File: src/rtl/i2c_rd_pkg.sv
// Shared types for the I2C word reader.
package i2c_rd_pkg;
    // Read engine phases
    typedef enum logic [2:0] {
        ST_IDLE,   // waiting for START, bus ignored
        ST_ADDR,   // shifting in the control byte
        ST_AACK,   // driving the address acknowledge
        ST_TX,     // shifting out data bits
        ST_MACK,   // listening for master ACK/NACK
        ST_MHOLD   // master acked, waiting for SCL low to continue
    } rd_state_t;
endpackage

File: src/rtl/i2c_line_sync.sv
// Synchronizes SCL and SDA into the system clock and derives SCL edges and
// START/STOP events. Assumes the system clock oversamples SCL well above the
// synchronizer depth.
module i2c_line_sync #(
    parameter int STAGES = 2
) (
    input  logic clk,
    input  logic rst_n,
    input  logic scl_in,
    input  logic sda_in,
    output logic sda_lvl,
    output logic scl_rise,
    output logic scl_fall,
    output logic start_det,
    output logic stop_det
);
    localparam int LINES = 2;   // index 0: SCL, index 1: SDA

    logic [LINES-1:0] raw;
    logic [LINES-1:0] now_v;
    logic [LINES-1:0] old_v;

    assign raw = {sda_in, scl_in};

    for (genvar g = 0; g < LINES; g++) begin : g_line
        logic [STAGES-1:0] pipe;
        // Metastability chain for one bus line, idles high
        always_ff @(posedge clk) begin
            if (!rst_n) pipe <= '1;
            else        pipe <= {pipe[STAGES-2:0], raw[g]};
        end
        assign now_v[g] = pipe[STAGES-1];
    end

    // One-cycle history for edge detection
    always_ff @(posedge clk) begin
        if (!rst_n) old_v <= '1;
        else        old_v <= now_v;
    end

    assign sda_lvl   = now_v[1];
    assign scl_rise  =  now_v[0] & ~old_v[0];
    assign scl_fall  = ~now_v[0] &  old_v[0];
    assign start_det =  now_v[0] & old_v[0] &  old_v[1] & ~now_v[1];
    assign stop_det  =  now_v[0] & old_v[0] & ~old_v[1] &  now_v[1];
endmodule

File: src/rtl/i2c_word_addr.sv
// Word address counter: steps by one on each completed word, wraps naturally.
module i2c_word_addr #(
    parameter int ADDR_W = 8
) (
    input  logic              clk,
    input  logic              rst_n,
    input  logic              step,
    output logic [ADDR_W-1:0] addr
);
    // Advance after every committed word
    always_ff @(posedge clk) begin
        if (!rst_n)    addr <= '0;
        else if (step) addr <= addr + 1'b1;
    end
endmodule

File: src/rtl/i2c_word_fsm.sv
// Bit/byte engine: decodes the control byte, shifts words out MSB first,
// samples master acknowledges and reports snapshot, commit and abort.
// Assumes SCL edges and bus events arrive as one-cycle strobes, and that the
// register source answers snap_data combinationally in the snap_req cycle.
module i2c_word_fsm
    import i2c_rd_pkg::*;
#(
    parameter int         WORD_W   = 32,
    parameter logic [6:0] DEV_ADDR = 7'h2D
) (
    input  logic              clk,
    input  logic              rst_n,
    input  logic              sda_lvl,
    input  logic              scl_rise,
    input  logic              scl_fall,
    input  logic              start_det,
    input  logic              stop_det,
    input  logic [WORD_W-1:0] snap_data,
    output logic              snap_req,
    output logic              sda_oe,
    output logic              word_done,
    output logic              word_abort
);
    localparam int            BYTES = WORD_W / 8;
    localparam int            BCW   = (BYTES > 1) ? $clog2(BYTES) : 1;
    localparam logic [BCW-1:0] LAST = BCW'(BYTES - 1);
    localparam logic [7:0]    MATCH = {DEV_ADDR, 1'b1};

    rd_state_t         state;
    logic [3:0]        bit_cnt;
    logic [BCW-1:0]    byte_cnt;
    logic [WORD_W-1:0] shreg;
    logic [7:0]        rx;
    logic              word_open;
    logic              no_event;

    assign no_event = !start_det && !stop_det;

    // Capture strobe at the SCL fall that opens a new word
    assign snap_req = scl_fall && no_event &&
                      ((state == ST_AACK) ||
                       (state == ST_MHOLD && byte_cnt == LAST));

    // Main sequencer; bus events take priority over every phase
    always_ff @(posedge clk) begin
        if (!rst_n) begin
            state      <= ST_IDLE;
            bit_cnt    <= '0;
            byte_cnt   <= '0;
            shreg      <= '0;
            rx         <= '0;
            sda_oe     <= 1'b0;
            word_open  <= 1'b0;
            word_done  <= 1'b0;
            word_abort <= 1'b0;
        end else begin
            word_done  <= 1'b0;
            word_abort <= 1'b0;
            if (start_det || stop_det) begin
                word_abort <= word_open;
                word_open  <= 1'b0;
                sda_oe     <= 1'b0;
                bit_cnt    <= '0;
                state      <= start_det ? ST_ADDR : ST_IDLE;
            end else begin
                case (state)
                    ST_ADDR: begin
                        if (scl_rise && bit_cnt != 4'd8) begin
                            rx      <= {rx[6:0], sda_lvl};
                            bit_cnt <= bit_cnt + 4'd1;
                        end else if (scl_fall && bit_cnt == 4'd8) begin
                            if (rx == MATCH) begin
                                sda_oe <= 1'b1;
                                state  <= ST_AACK;
                            end else begin
                                state  <= ST_IDLE;
                            end
                        end
                    end
                    ST_AACK: begin
                        if (scl_fall) begin
                            shreg     <= snap_data;
                            sda_oe    <= ~snap_data[WORD_W-1];
                            word_open <= 1'b1;
                            bit_cnt   <= '0;
                            byte_cnt  <= '0;
                            state     <= ST_TX;
                        end
                    end
                    ST_TX: begin
                        if (scl_fall) begin
                            shreg <= shreg << 1;
                            if (bit_cnt == 4'd7) begin
                                sda_oe <= 1'b0;
                                state  <= ST_MACK;
                            end else begin
                                sda_oe  <= ~shreg[WORD_W-2];
                                bit_cnt <= bit_cnt + 4'd1;
                            end
                        end
                    end
                    ST_MACK: begin
                        if (scl_rise) begin
                            if (byte_cnt == LAST) begin
                                word_done <= 1'b1;
                                word_open <= 1'b0;
                                state     <= sda_lvl ? ST_IDLE : ST_MHOLD;
                            end else if (!sda_lvl) begin
                                state <= ST_MHOLD;
                            end else begin
                                word_abort <= 1'b1;
                                word_open  <= 1'b0;
                                state      <= ST_IDLE;
                            end
                        end
                    end
                    ST_MHOLD: begin
                        if (scl_fall) begin
                            bit_cnt <= '0;
                            state   <= ST_TX;
                            if (byte_cnt == LAST) begin
                                shreg     <= snap_data;
                                sda_oe    <= ~snap_data[WORD_W-1];
                                word_open <= 1'b1;
                                byte_cnt  <= '0;
                            end else begin
                                sda_oe   <= ~shreg[WORD_W-1];
                                byte_cnt <= byte_cnt + 1'b1;
                            end
                        end
                    end
                    default: ;
                endcase
            end
        end
    end
endmodule

File: src/rtl/i2c_word_reader.sv
// Top of the I2C slave word reader: bus synchronizer, read engine and word
// address counter. Assumes an external pull-up on SDA; sda_oe pulls it low.
module i2c_word_reader #(
    parameter int         WORD_W   = 32,
    parameter int         ADDR_W   = 8,
    parameter int         SYNC_N   = 2,
    parameter logic [6:0] DEV_ADDR = 7'h2D
) (
    input  logic              clk,
    input  logic              rst_n,
    input  logic              scl_in,
    input  logic              sda_in,
    output logic              sda_oe,
    output logic [ADDR_W-1:0] reg_addr,
    output logic              snap_req,
    input  logic [WORD_W-1:0] snap_data,
    output logic              word_done,
    output logic              word_abort
);
    logic sda_lvl, scl_rise, scl_fall, start_det, stop_det;

    i2c_line_sync #(.STAGES(SYNC_N)) u_sync (
        .clk       (clk),
        .rst_n     (rst_n),
        .scl_in    (scl_in),
        .sda_in    (sda_in),
        .sda_lvl   (sda_lvl),
        .scl_rise  (scl_rise),
        .scl_fall  (scl_fall),
        .start_det (start_det),
        .stop_det  (stop_det)
    );

    i2c_word_fsm #(.WORD_W(WORD_W), .DEV_ADDR(DEV_ADDR)) u_fsm (
        .clk        (clk),
        .rst_n      (rst_n),
        .sda_lvl    (sda_lvl),
        .scl_rise   (scl_rise),
        .scl_fall   (scl_fall),
        .start_det  (start_det),
        .stop_det   (stop_det),
        .snap_data  (snap_data),
        .snap_req   (snap_req),
        .sda_oe     (sda_oe),
        .word_done  (word_done),
        .word_abort (word_abort)
    );

    i2c_word_addr #(.ADDR_W(ADDR_W)) u_addr (
        .clk   (clk),
        .rst_n (rst_n),
        .step  (word_done),
        .addr  (reg_addr)
    );
endmodule

File: config.mk
export PLATFORM = sky130hd
export DESIGN_NAME = i2c_word_reader
export DESIGN_NICKNAME = d
export VERILOG_FILES = /design/src/rtl/i2c_rd_pkg.sv /design/src/rtl/i2c_line_sync.sv /design/src/rtl/i2c_word_addr.sv /design/src/rtl/i2c_word_fsm.sv /design/src/rtl/i2c_word_reader.sv
export SDC_FILE = /design/constraint.sdc
export NUM_CORES = 1
export LEC_CHECK = 0
export ABC_AREA = 1
export BUFFER_PORTS_ARGS = -buffer_cell sky130_fd_sc_hd__buf_2
export CAP_MARGIN = 25
export CORE_MARGIN = 1
export CORE_UTILIZATION = 35
export DETAILED_ROUTE_END_ITERATION = 7
export MAX_ROUTING_LAYER = met4
export PLACE_DENSITY_LB_ADDON = 0.2
export SLEW_MARGIN = 10
export SYNTH_ARGS = -nofsm -noshare
export SYNTH_HDL_FRONTEND = slang
export SYNTH_SLANG_ARGS = --single-unit
File: constraint.sdc
create_clock -name clk -period 1.3 [get_ports clk]
set_input_delay 0.13 -clock clk [delete_from_list [all_inputs] [get_ports clk]]
set_output_delay 0.13 -clock clk [all_outputs]
set_load 0.02 [all_outputs]
# Yosys cells after proc, flatten, opt, wreduce, memory -nomap -nowiden
# Cells that the tools add are included.
# op_classes
add_sub_neg	3
eq_ne	28
muxes	47
bitwise_logic	18
reduce_logical	26
# op_table
operator	n
32-bit 2-to-1 mux	4
32-bit case mux with 3 select lines	1
3-bit 2-to-1 mux	8
1-bit 2-to-1 mux	21
4-bit 2-to-1 mux	4
2-bit by 1-bit inequality test with 1-bit output (second input constant)	8
3-bit by 1-bit inequality test with 1-bit output (second input constant)	5
7-bit AND reduction	2
3-bit case mux with 4 select lines	1
4-bit case mux with 3 select lines	1
6-bit AND reduction	2
1-bit inverter	11
3-bit nonzero test	3
8-bit by 1-bit adder with 8-bit output (second input constant)	1
8-bit by 7-bit equality test with 1-bit output (second input constant)	1
2-bit 2-to-1 mux	4
1-bit AND	7
3-bit by 2-bit equality test with 1-bit output (second input constant)	2
3-bit equality test (second input constant)	2
1-bit logical AND	6
2-bit inequality test (second input constant)	3
3-bit by 2-bit inequality test with 1-bit output (second input constant)	2
5-bit AND reduction	1
5-bit nonzero test	1
18 further kinds	21
# totals
ff_bits	67
out_inout_bits	12
inputBits	36
word_cells	135

# Depth between registers and ports, before layout
# Gate-level depths: netlist (run 1).
# depth
depth_word	7
ltp_mapped	11
mapped_depth_nobuf	11

# Modules after synthesis
# A second synthesis (run 1) with hierarchy kept.
# hier_totals
cells_unflattened	476
area_unflattened_um2	3293.2
# by_module_without_submodules
mod	cells_per_inst	area_each_um2	instances	seq_area_each_um2
i2c_word_fsm	401	2745.1	1	1061.0
i2c_word_addr	48	349.1	1	160.2
i2c_line_sync	27	198.9	1	120.1

# Worst setup path after synthesis (run 1)
# No wires, ideal clock.
# synth_timing
kind	register -> register
start	register u_fsm.state[2]
end	register u_fsm.shreg[21]
required_time_ns	1.184
path_buffers	3
path_slack_ns	-0.115
stages_incl_launch_ff	10
setup_time_ns	0.116
arrival_ns	1.299
period_less_slack_ns	1.415
path_cell_list	dfxtp_1 buf_6 inv_2 nand3_4 nand3_2 nand3_4 inv_4 buf_6 buf_8 o211a_1
# synth_between
elab_chain_cells	3
elab_cells_between_ends	10
cone_classes	eq/ne: 7; mux: 1; reduce/logical: 2
# synth_rtl
element	line_no	rtl
from (decl)	i2c_word_fsm.sv:29	rd_state_t state;
from (signal assigned)	i2c_word_fsm.sv:64	state <= start_det ? ST_ADDR : ST_IDLE;
from (signal assigned)	i2c_word_fsm.sv:107	state <= sda_lvl ? ST_IDLE : ST_MHOLD;
3-bit equality test / 3-bit by 2-bit equality test with 1-bit output (equally long branches)	i2c_word_fsm.sv:66	case (state)
2-bit inequality test (no line), or another cell as far along	n/a	
6-bit AND reduction (no line)	n/a	
to (signal assigned)	i2c_word_fsm.sv:82	shreg <= snap_data;
to (signal assigned)	i2c_word_fsm.sv:92	shreg <= shreg << 1;
to (signal assigned)	i2c_word_fsm.sv:122	shreg <= snap_data;
to (decl)	i2c_word_fsm.sv:32	logic [WORD_W-1:0] shreg;
# Several ways; a longest one is shown, not always the timed one.
# A chain may end at the register's enable or synchronous reset.

# Worst setup path after layout (run 1)
# layout_timing
start	register u_fsm.state[2]
end	register u_fsm.word_open
# layout_between
elab_chain_cells	3
elab_cells_between_ends	11
cone_classes	eq/ne: 8; mux: 1; reduce/logical: 2
# layout_rtl
element	line_no	rtl
3-bit equality test / 3-bit by 2-bit equality test with 1-bit output (equally long branches)	i2c_word_fsm.sv:66	
3-bit by 2-bit inequality test with 1-bit output (no line), or another cell as far along	n/a	
6-bit AND reduction (no line)	n/a	
to (signal assigned)	i2c_word_fsm.sv:53	word_open <= 1'b0;
to (signal assigned)	i2c_word_fsm.sv:61	word_open <= 1'b0;
to (signal assigned)	i2c_word_fsm.sv:84	word_open <= 1'b1;
to (decl)	i2c_word_fsm.sv:34	logic word_open;
# Several ways; a longest one is shown, not always the timed one.

==> flow_summary_export.csv, run 1 <==
group,metric,value,unit
status,outcome,"finished with violations",
status,violations,"DRC, setup timing",
clocking,clk_path_buf_depth,2,
cells_and_area,drive_gt1_share,42.9,%
floorplanning,ios,48,
yosys,synthTopCellsByCount,"nand2_1 (125), dfxtp_1 (67), nand3_1 (48)",
yosys,yosysWarningCount,0,
critical_path,path_buf_inv,1,
sta,setup_viol,51,
sta,finClkSkew,0.0103,ns
cells_and_area,area_delta_synth_final,51.5,%
global_route,grt_max_degree,43,
critical_path,critPathMaxFanout,7,
sta,slew_headroom,66.2,%
clocking,h-tree-depth,3,
route,viasPerCell,4.96,
power,ir_drop,0.000544,V
critical_path,cp_common_cell,"nand2_1",
cells_and_area,fin_nets,601,
cells_and_area,fillers,850,
floorplanning,die_h,99.4,µm
sta,max_freq,670,MHz
floorplanning,core_area,9200,µm²
global_route,gr-total-overflow,0,
clocking,root_buffer,"clkbuf_8",
sta,fin_crit,1.49,ns
global_route,grt_pass1_vias,3184,
power,total_power,0.00451,W
floorplanning,fp-row-count,35,
route,route.vias.total,3347,
route,firstDrtPassIters,6,
sta,worst_slack,-0.193,ns
critical_path,cp-end-kind,"register",
yosys,synth-seq-area-share,40.4,%
sta,worst_pin_slew,0.502,ns
clocking,cts.sinks,67,
yosys,synth_area_leaders,"dfxtp_1 (40%), nand2_1 (14%), o211a_1 (8.7%)",
sta,maxSlewViolCount,0,
global_route,antenna_found_initial,0,
yosys,synth-async-reset-ratio,0,%
sta,rsz0062_at_grt,"true",
critical_path,cp.required,1.58,ns
critical_path,cpPeakStageDelay,0.42,ns
min_path,min_path_type,"in2reg",
placed_design,dpl_cell_area,4030,µm²
floorplanning,dieArea,9880,µm²
floorplanning,start_util,36.1,%
placed_design,place_ws,-0.272,ns
route,postRouteAntennaNets,0,
critical_path,path_delay_family,"compound AO/OA/AOI/OAI gates",
power,powerDensity,896,nW/µm²
yosys,yosysTopAreaCell,"dfxtp_1",
yosys,synth_edf_count,0,
global_route,grt_first_pass_wirelength,14600,µm
route,route.detailed.drc,2,
route,routed_wirelength,9200,µm
cells_and_area,n_antenna_cell,0,
placed_design,gp_congestion,0.934,
global_route,grt_use_total,19.1,%
critical_path,critPathLaunchType,"register",
yosys,synth_top_area_share,40.4,%
yosys,synth_seq_cells,67,
route,routedWlPerCell,13.6,µm
yosys,synth-main-ff-cell,"dfxtp_1",
sta,hold_viol_final,0,
clocking,cts_made_buffers,9,
yosys,yosysMostFrequentCell,"nand2_1",
yosys,avgSynthCellArea,7.31,µm²
yosys,synth_cell_types,33,
power,p_leak,2.35,nW
route,drt_iter0_markers,133,
clocking,cts_tree,"built",
yosys,syn-cell-area,3320,µm²
cells_and_area,postLayoutCellArea,5030,µm²
placed_design,hpwl,5790,µm
sta,finalCritPeriodShare,115,%
floorplanning,die_x,99.4,µm
placed_design,io_buffers,47,
critical_path,crit_arrival,1.77,ns
clocking,worstSkewPairLatency,0.34,ns
critical_path,crit_chain,"buf_6 > ha_4 > o21ai_0 > nor3_4 > nand2_1 > nand2_1 > nor2_1",
yosys,synthCells,454,
yosys,syn_nets,495,
clocking,clkSlewWorstSetupHoldPaths,0.08,ns
critical_path,cpMaxStageDelayCell,"o21ai_0",
critical_path,crit_type,"reg2reg",
flow_run,drv_cap,0,
## stage by stage
| stage | util, % | hold slack, ns | instances | setup TNS (ns) |
|---|---|---|---|---|
| floorplan | - | 0.237 | 454 | -2.05 |
| global placement | 43.9 | 0.329 | 640 | -8.47 |
| detailed placement | 43.9 | 0.323 | 640 | -9.87 |
| CTS | 51.3 | 0.0323 | 669 | -4.16 |
| global route | 54.7 | 0.0514 | 675 | -9.88 |
| finish | 54.7 | 0.0525 | 675 | -6.64 |
## state kept, by name, indices dropped and copies added (netlist names)
register	flops
u_fsm.word_abort	1
u_fsm.shreg	32
u_fsm.word_done	1
u_fsm.sda_oe	1
u_fsm.state	3
u_addr.addr	8
u_fsm.byte_cnt	2
u_fsm.bit_cnt	4
u_fsm.word_open	1
u_sync.old_v	2
u_sync.g_line.pipe	4
u_fsm.rx	8
## worst register-to-register path, cell delays in order, from the launching register on
cell and delay, ns:
dfxtp_4 0.41, buf_6 0.15, ha_4 0.14, o21ai_0 0.42
nor3_4 0.09, nand2_1 0.09, nand2_1 0.06, nor2_1 0.09
## cells by family (layout without fill, tap and decap cells)
| family | count (synthesis) | in the layout | synth area share (%) |
|---|---|---|---|
| xor gates and xnor gates | 2 | 2 | 0.528 |
| adders and majority gates | 5 | 5 | 1.88 |
| and+or+nand+nor | 246 | 246 | 33.1 |
| DFF | 67 | 67 | 40.4 |
| buffers and inverters | 56 | 166 | 7.72 |
| AOI/OAI and AO/OA | 78 | 78 | 16.4 |
## power breakdown
part / total, W / switching [W] / leakage [nW] / internal (W)
clock network: 0.00168 / 0.000806 / 0.0913 / 0.000877
registers: 0.00212 / 0.0000403 / 0.547 / 0.00208
logic: 0.000705 / 0.000375 / 1.72 / 0.000330
total: 0.00451 / 0.00122 / 2.35 / 0.00329
## worst paths after layout
| path | from | to | slack (ns) | cells past startpoint |
|---|---|---|---|---|
| hold reg to reg | u_sync.g_line[0].pipe[0] | u_sync.g_line[0].pipe[1] | 0.41 | 1 |
| setup / recovery | u_fsm.state[2] | u_fsm.word_open | -0.19 | 7 |
| hold / removal | snap_data[0] | u_fsm.shreg[0] | 0.05 | 3 |
| setup reg to reg | u_fsm.state[2] | u_fsm.word_open | -0.19 | 7 |
## cells in the final DEF (no fill, tap or decap), drive strengths merged, types with 2 or more instances in the layout
cell	synthesis	layout
a21oi	28	28
nand2	129	129
clkinv	0	5
ha	5	5
dfxtp	67	67
o211a	29	29
or2	4	4
inv	35	34
clkbuf	8	13
clkinvlp	0	2
nor2	50	50
dlygate4sd3	0	2
o21ai	19	19
buf	13	109
nor3	8	8
nand3	53	53
## per-layer routing
layer / up-vias / global-route usage, % / wire length, µm
met1: 1556 / 22.7 / 4110
met3: 11 / 3.51 / 285
met2: 69 / 31.6 / 4640
met4: 0 / 8.14 / 155
met5: - / - / 0
li1: 1711 / - / -
## final cells by class
type                    count  area (µm²)  share of cell area (%)
repair inverters            1        8.76                   0.174
flip-flops and latches     67        1370                    27.2
clock buffers               9         124                    2.46
repair buffers            115        1010                    20.1
well taps                 111         139                    2.76
clock inverters             6        67.6                    1.34
inverters                  35         169                    3.36
multi-input cells         331        2140                    42.6
## what timing repair did
action	4_1_cts	5_1_grt
setup endpoints to repair	54	56
pin swaps	26	27
resized for setup	101	55
gates cloned	5	4
buffers inserted	8	4
hold endpoints to repair	2	0
hold buffers	2	0
Note: power is estimated with default switching activity, not from simulation.
==> inputs of run 2 (changes only) <==
--- a/config.mk
+++ b/config.mk
@@ -14,4 +14,5 @@
 export MAX_ROUTING_LAYER = met4
 export PLACE_DENSITY_LB_ADDON = 0.2
+export SKIP_LAST_GASP = 1
 export SLEW_MARGIN = 10
 export SYNTH_ARGS = -nofsm -noshare
==> constraint.sdc (replaced) <==
create_clock -name clk -period 1.3 [get_ports clk]
set_input_delay 0.195 -clock clk [delete_from_list [all_inputs] [get_ports clk]]
set_output_delay 0.195 -clock clk [all_outputs]
set_load 0.02 [all_outputs]
==> flow_summary_export.csv, run 2 (synthesized netlist as in run 1, its figures left out) <==
group,metric,value,unit
critical_path,crit_type,"reg2out",
sta,fin_crit,1.50,ns
cells_and_area,fin_nets,591,
critical_path,r2r-start,"u_sync.old_v[0]",
cells_and_area,n_antenna_cell,0,
route,firstDrtPassIters,6,
route,postRouteAntennaNets,0,
clocking,clkSlewWorstSetupHoldPaths,0.07,ns
sta,worst_pin_slew,0.313,ns
floorplanning,die_x,99.4,µm
sta,maxSlewViolCount,0,
critical_path,critPathLaunchType,"register",
placed_design,dpl_cell_area,4030,µm²
critical_path,cpPeakStageDelay,0.34,ns
global_route,grt_pass1_vias,3110,
critical_path,r2r_setup_slack,-0.18,ns
route,viasPerCell,4.92,
clocking,cts_made_buffers,9,
global_route,grt_first_pass_wirelength,13800,µm
min_path,worstHoldEndpoint,"u_sync.g_line[0].pipe[0]",
critical_path,cp-end-kind,"output pin",
power,p_leak,2.22,nW
cells_and_area,area_delta_synth_final,39.2,%
critical_path,startpoint,"u_fsm.byte_cnt[1]",
placed_design,dp_cells,640,
critical_path,path_delay_family,"flip-flops",
cells_and_area,postLayoutCellArea,4620,µm²
cells_and_area,top_register,"u_fsm.shreg",
sta,slew_headroom,79.1,%
cells_and_area,drive_gt1_share,38.4,%
global_route,gr-total-overflow,0,
route,routed_wirelength,8340,µm
sta,setup_viol,48,
global_route,grt_max_degree,43,
clocking,cts_tree,"built",
cells_and_area,reg_top3,"u_fsm.shreg: 32 flops, u_addr.addr: 8 flops, u_fsm.rx: 8 flops",
critical_path,worstRegToRegCells,7,
critical_path,crit_chain,"ha_4 > buf_6 > a21oi_2 > nor2_1 > buf_4",
status,outcome,"finished with violations",
cells_and_area,mostFrequentLayoutCells,"nand2_1 (116), dfxtp_1 (56), buf_4 (48)",
floorplanning,start_util,36.1,%
clocking,cts.sinks,67,
route,route.detailed.drc,2,
floorplanning,die_h,99.4,µm
global_route,grt_use_total,18.1,%
floorplanning,dieArea,9880,µm²
power,powerDensity,952,nW/µm²
critical_path,cpMaxStageDelayCell,"dfxtp_2",
power,ir_drop,0.000551,V
flow_run,drv_cap,0,
placed_design,io_buffers,47,
floorplanning,fp-row-count,35,
critical_path,crit_arrival,1.31,ns
cells_and_area,largest_reg_flops,32,
placed_design,gp_congestion,0.934,
floorplanning,core_area,9200,µm²
sta,rsz0062_at_grt,"true",
sta,max_freq,665,MHz
critical_path,path_buf_inv,2,
clocking,h-tree-depth,3,
cells_and_area,fin_cells,665,
min_path,min_from,"scl_in",
cells_and_area,layout_commonest_cell,"nand2_1",
sta,finClkSkew,0.00932,ns
cells_and_area,fillers,887,
route,drt_iter0_markers,159,
clocking,worstSkewPairLatency,0.34,ns
status,violations,"DRC, setup timing",
clocking,clk_path_buf_depth,2,
critical_path,cp.required,1.11,ns
critical_path,critPathMaxFanout,2,
sta,hold_viol_final,0,
route,routedWlPerCell,12.5,µm
sta,finalCritPeriodShare,116,%
min_path,min_path_type,"in2reg",
sta,worst_slack,-0.203,ns
floorplanning,ios,48,
global_route,antenna_found_initial,0,
route,route.vias.total,3275,
clocking,cts_hold_buf,0,
clocking,root_buffer,"clkbuf_8",
min_path,hold_depth,2,
placed_design,hpwl,5790,µm
critical_path,reg2reg_to,"u_fsm.state[1]",
==> run 2: cell types whose count changed in the layout (fill, tap and decap cells not counted), sizes merged <==
cell,change
buf,-4
clkbuf,-4
clkinv,-1
dlygate4sd3,-2
inv,+1
==> run 2: what timing repair did <==
action                                 CTS  global route
gates resized for setup                 69            28
endpoints found under the hold margin    0             0
pin swaps                               23            17
setup endpoints to repair               54            55
setup buffers                            6             2
gates cloned                             1             1
==> run 2: layer usage <==
metal	GRT usage, %	routed length [µm]	share of wire, %
met1	21.9	3830	46
met2	28.9	4000	48
met3	3.79	359	4.3
met4	8.14	144	1.7
met5	-	0	0
==> run 2: how the worst max path moves through the flow <==
stage,slack (ns),end,cells after the start
after floorplan,-0.09,u_fsm.shreg[21],9
after global placement,-0.26,u_fsm.state[1],9
after detailed placement,-0.27,u_fsm.state[1],9
after CTS,-0.23,snap_req,5
after global routing,-0.29,snap_req,6
final,-0.20,snap_req,5
==> run 2: cell type report <==
cell class	count	area [µm²]	share of cell area [%]
inverter	35	146	3.17
clock buffer	9	124	2.68
sequential	67	1360	29.5
timing repair buffer	105	774	16.8
tap	111	139	3.00
timing repair inverter	1	5.00	0.108
clock inverter	6	67.6	1.46
multi-input combinational	331	2000	43.3
==> run 2: through the flow <==
step           utilization [%]  setup TNS (ns)  setup WS, ns  hold slack, ns  total power [W]
6_report                  50.3           -4.79        -0.203          0.0457          0.00440
5_1_grt                   50.3           -9.76        -0.286          0.0305          0.00461
4_1_cts                   49.1           -4.58        -0.234          0.0253          0.00443
3_5_place_dp              43.9           -9.91        -0.272           0.388          0.00264
3_3_place_gp              43.9           -8.51        -0.258           0.394          0.00264
2_1_floorplan                -           -2.05       -0.0905           0.302          0.00246
==> run 2: where the power goes <==
group	internal [W]	leakage [nW]	switching, W	total [W]
Sequential	0.00208	0.547	0.0000364	0.00212
Clock	0.000877	0.0913	0.000799	0.00168
Combinational	0.000272	1.58	0.000331	0.000603
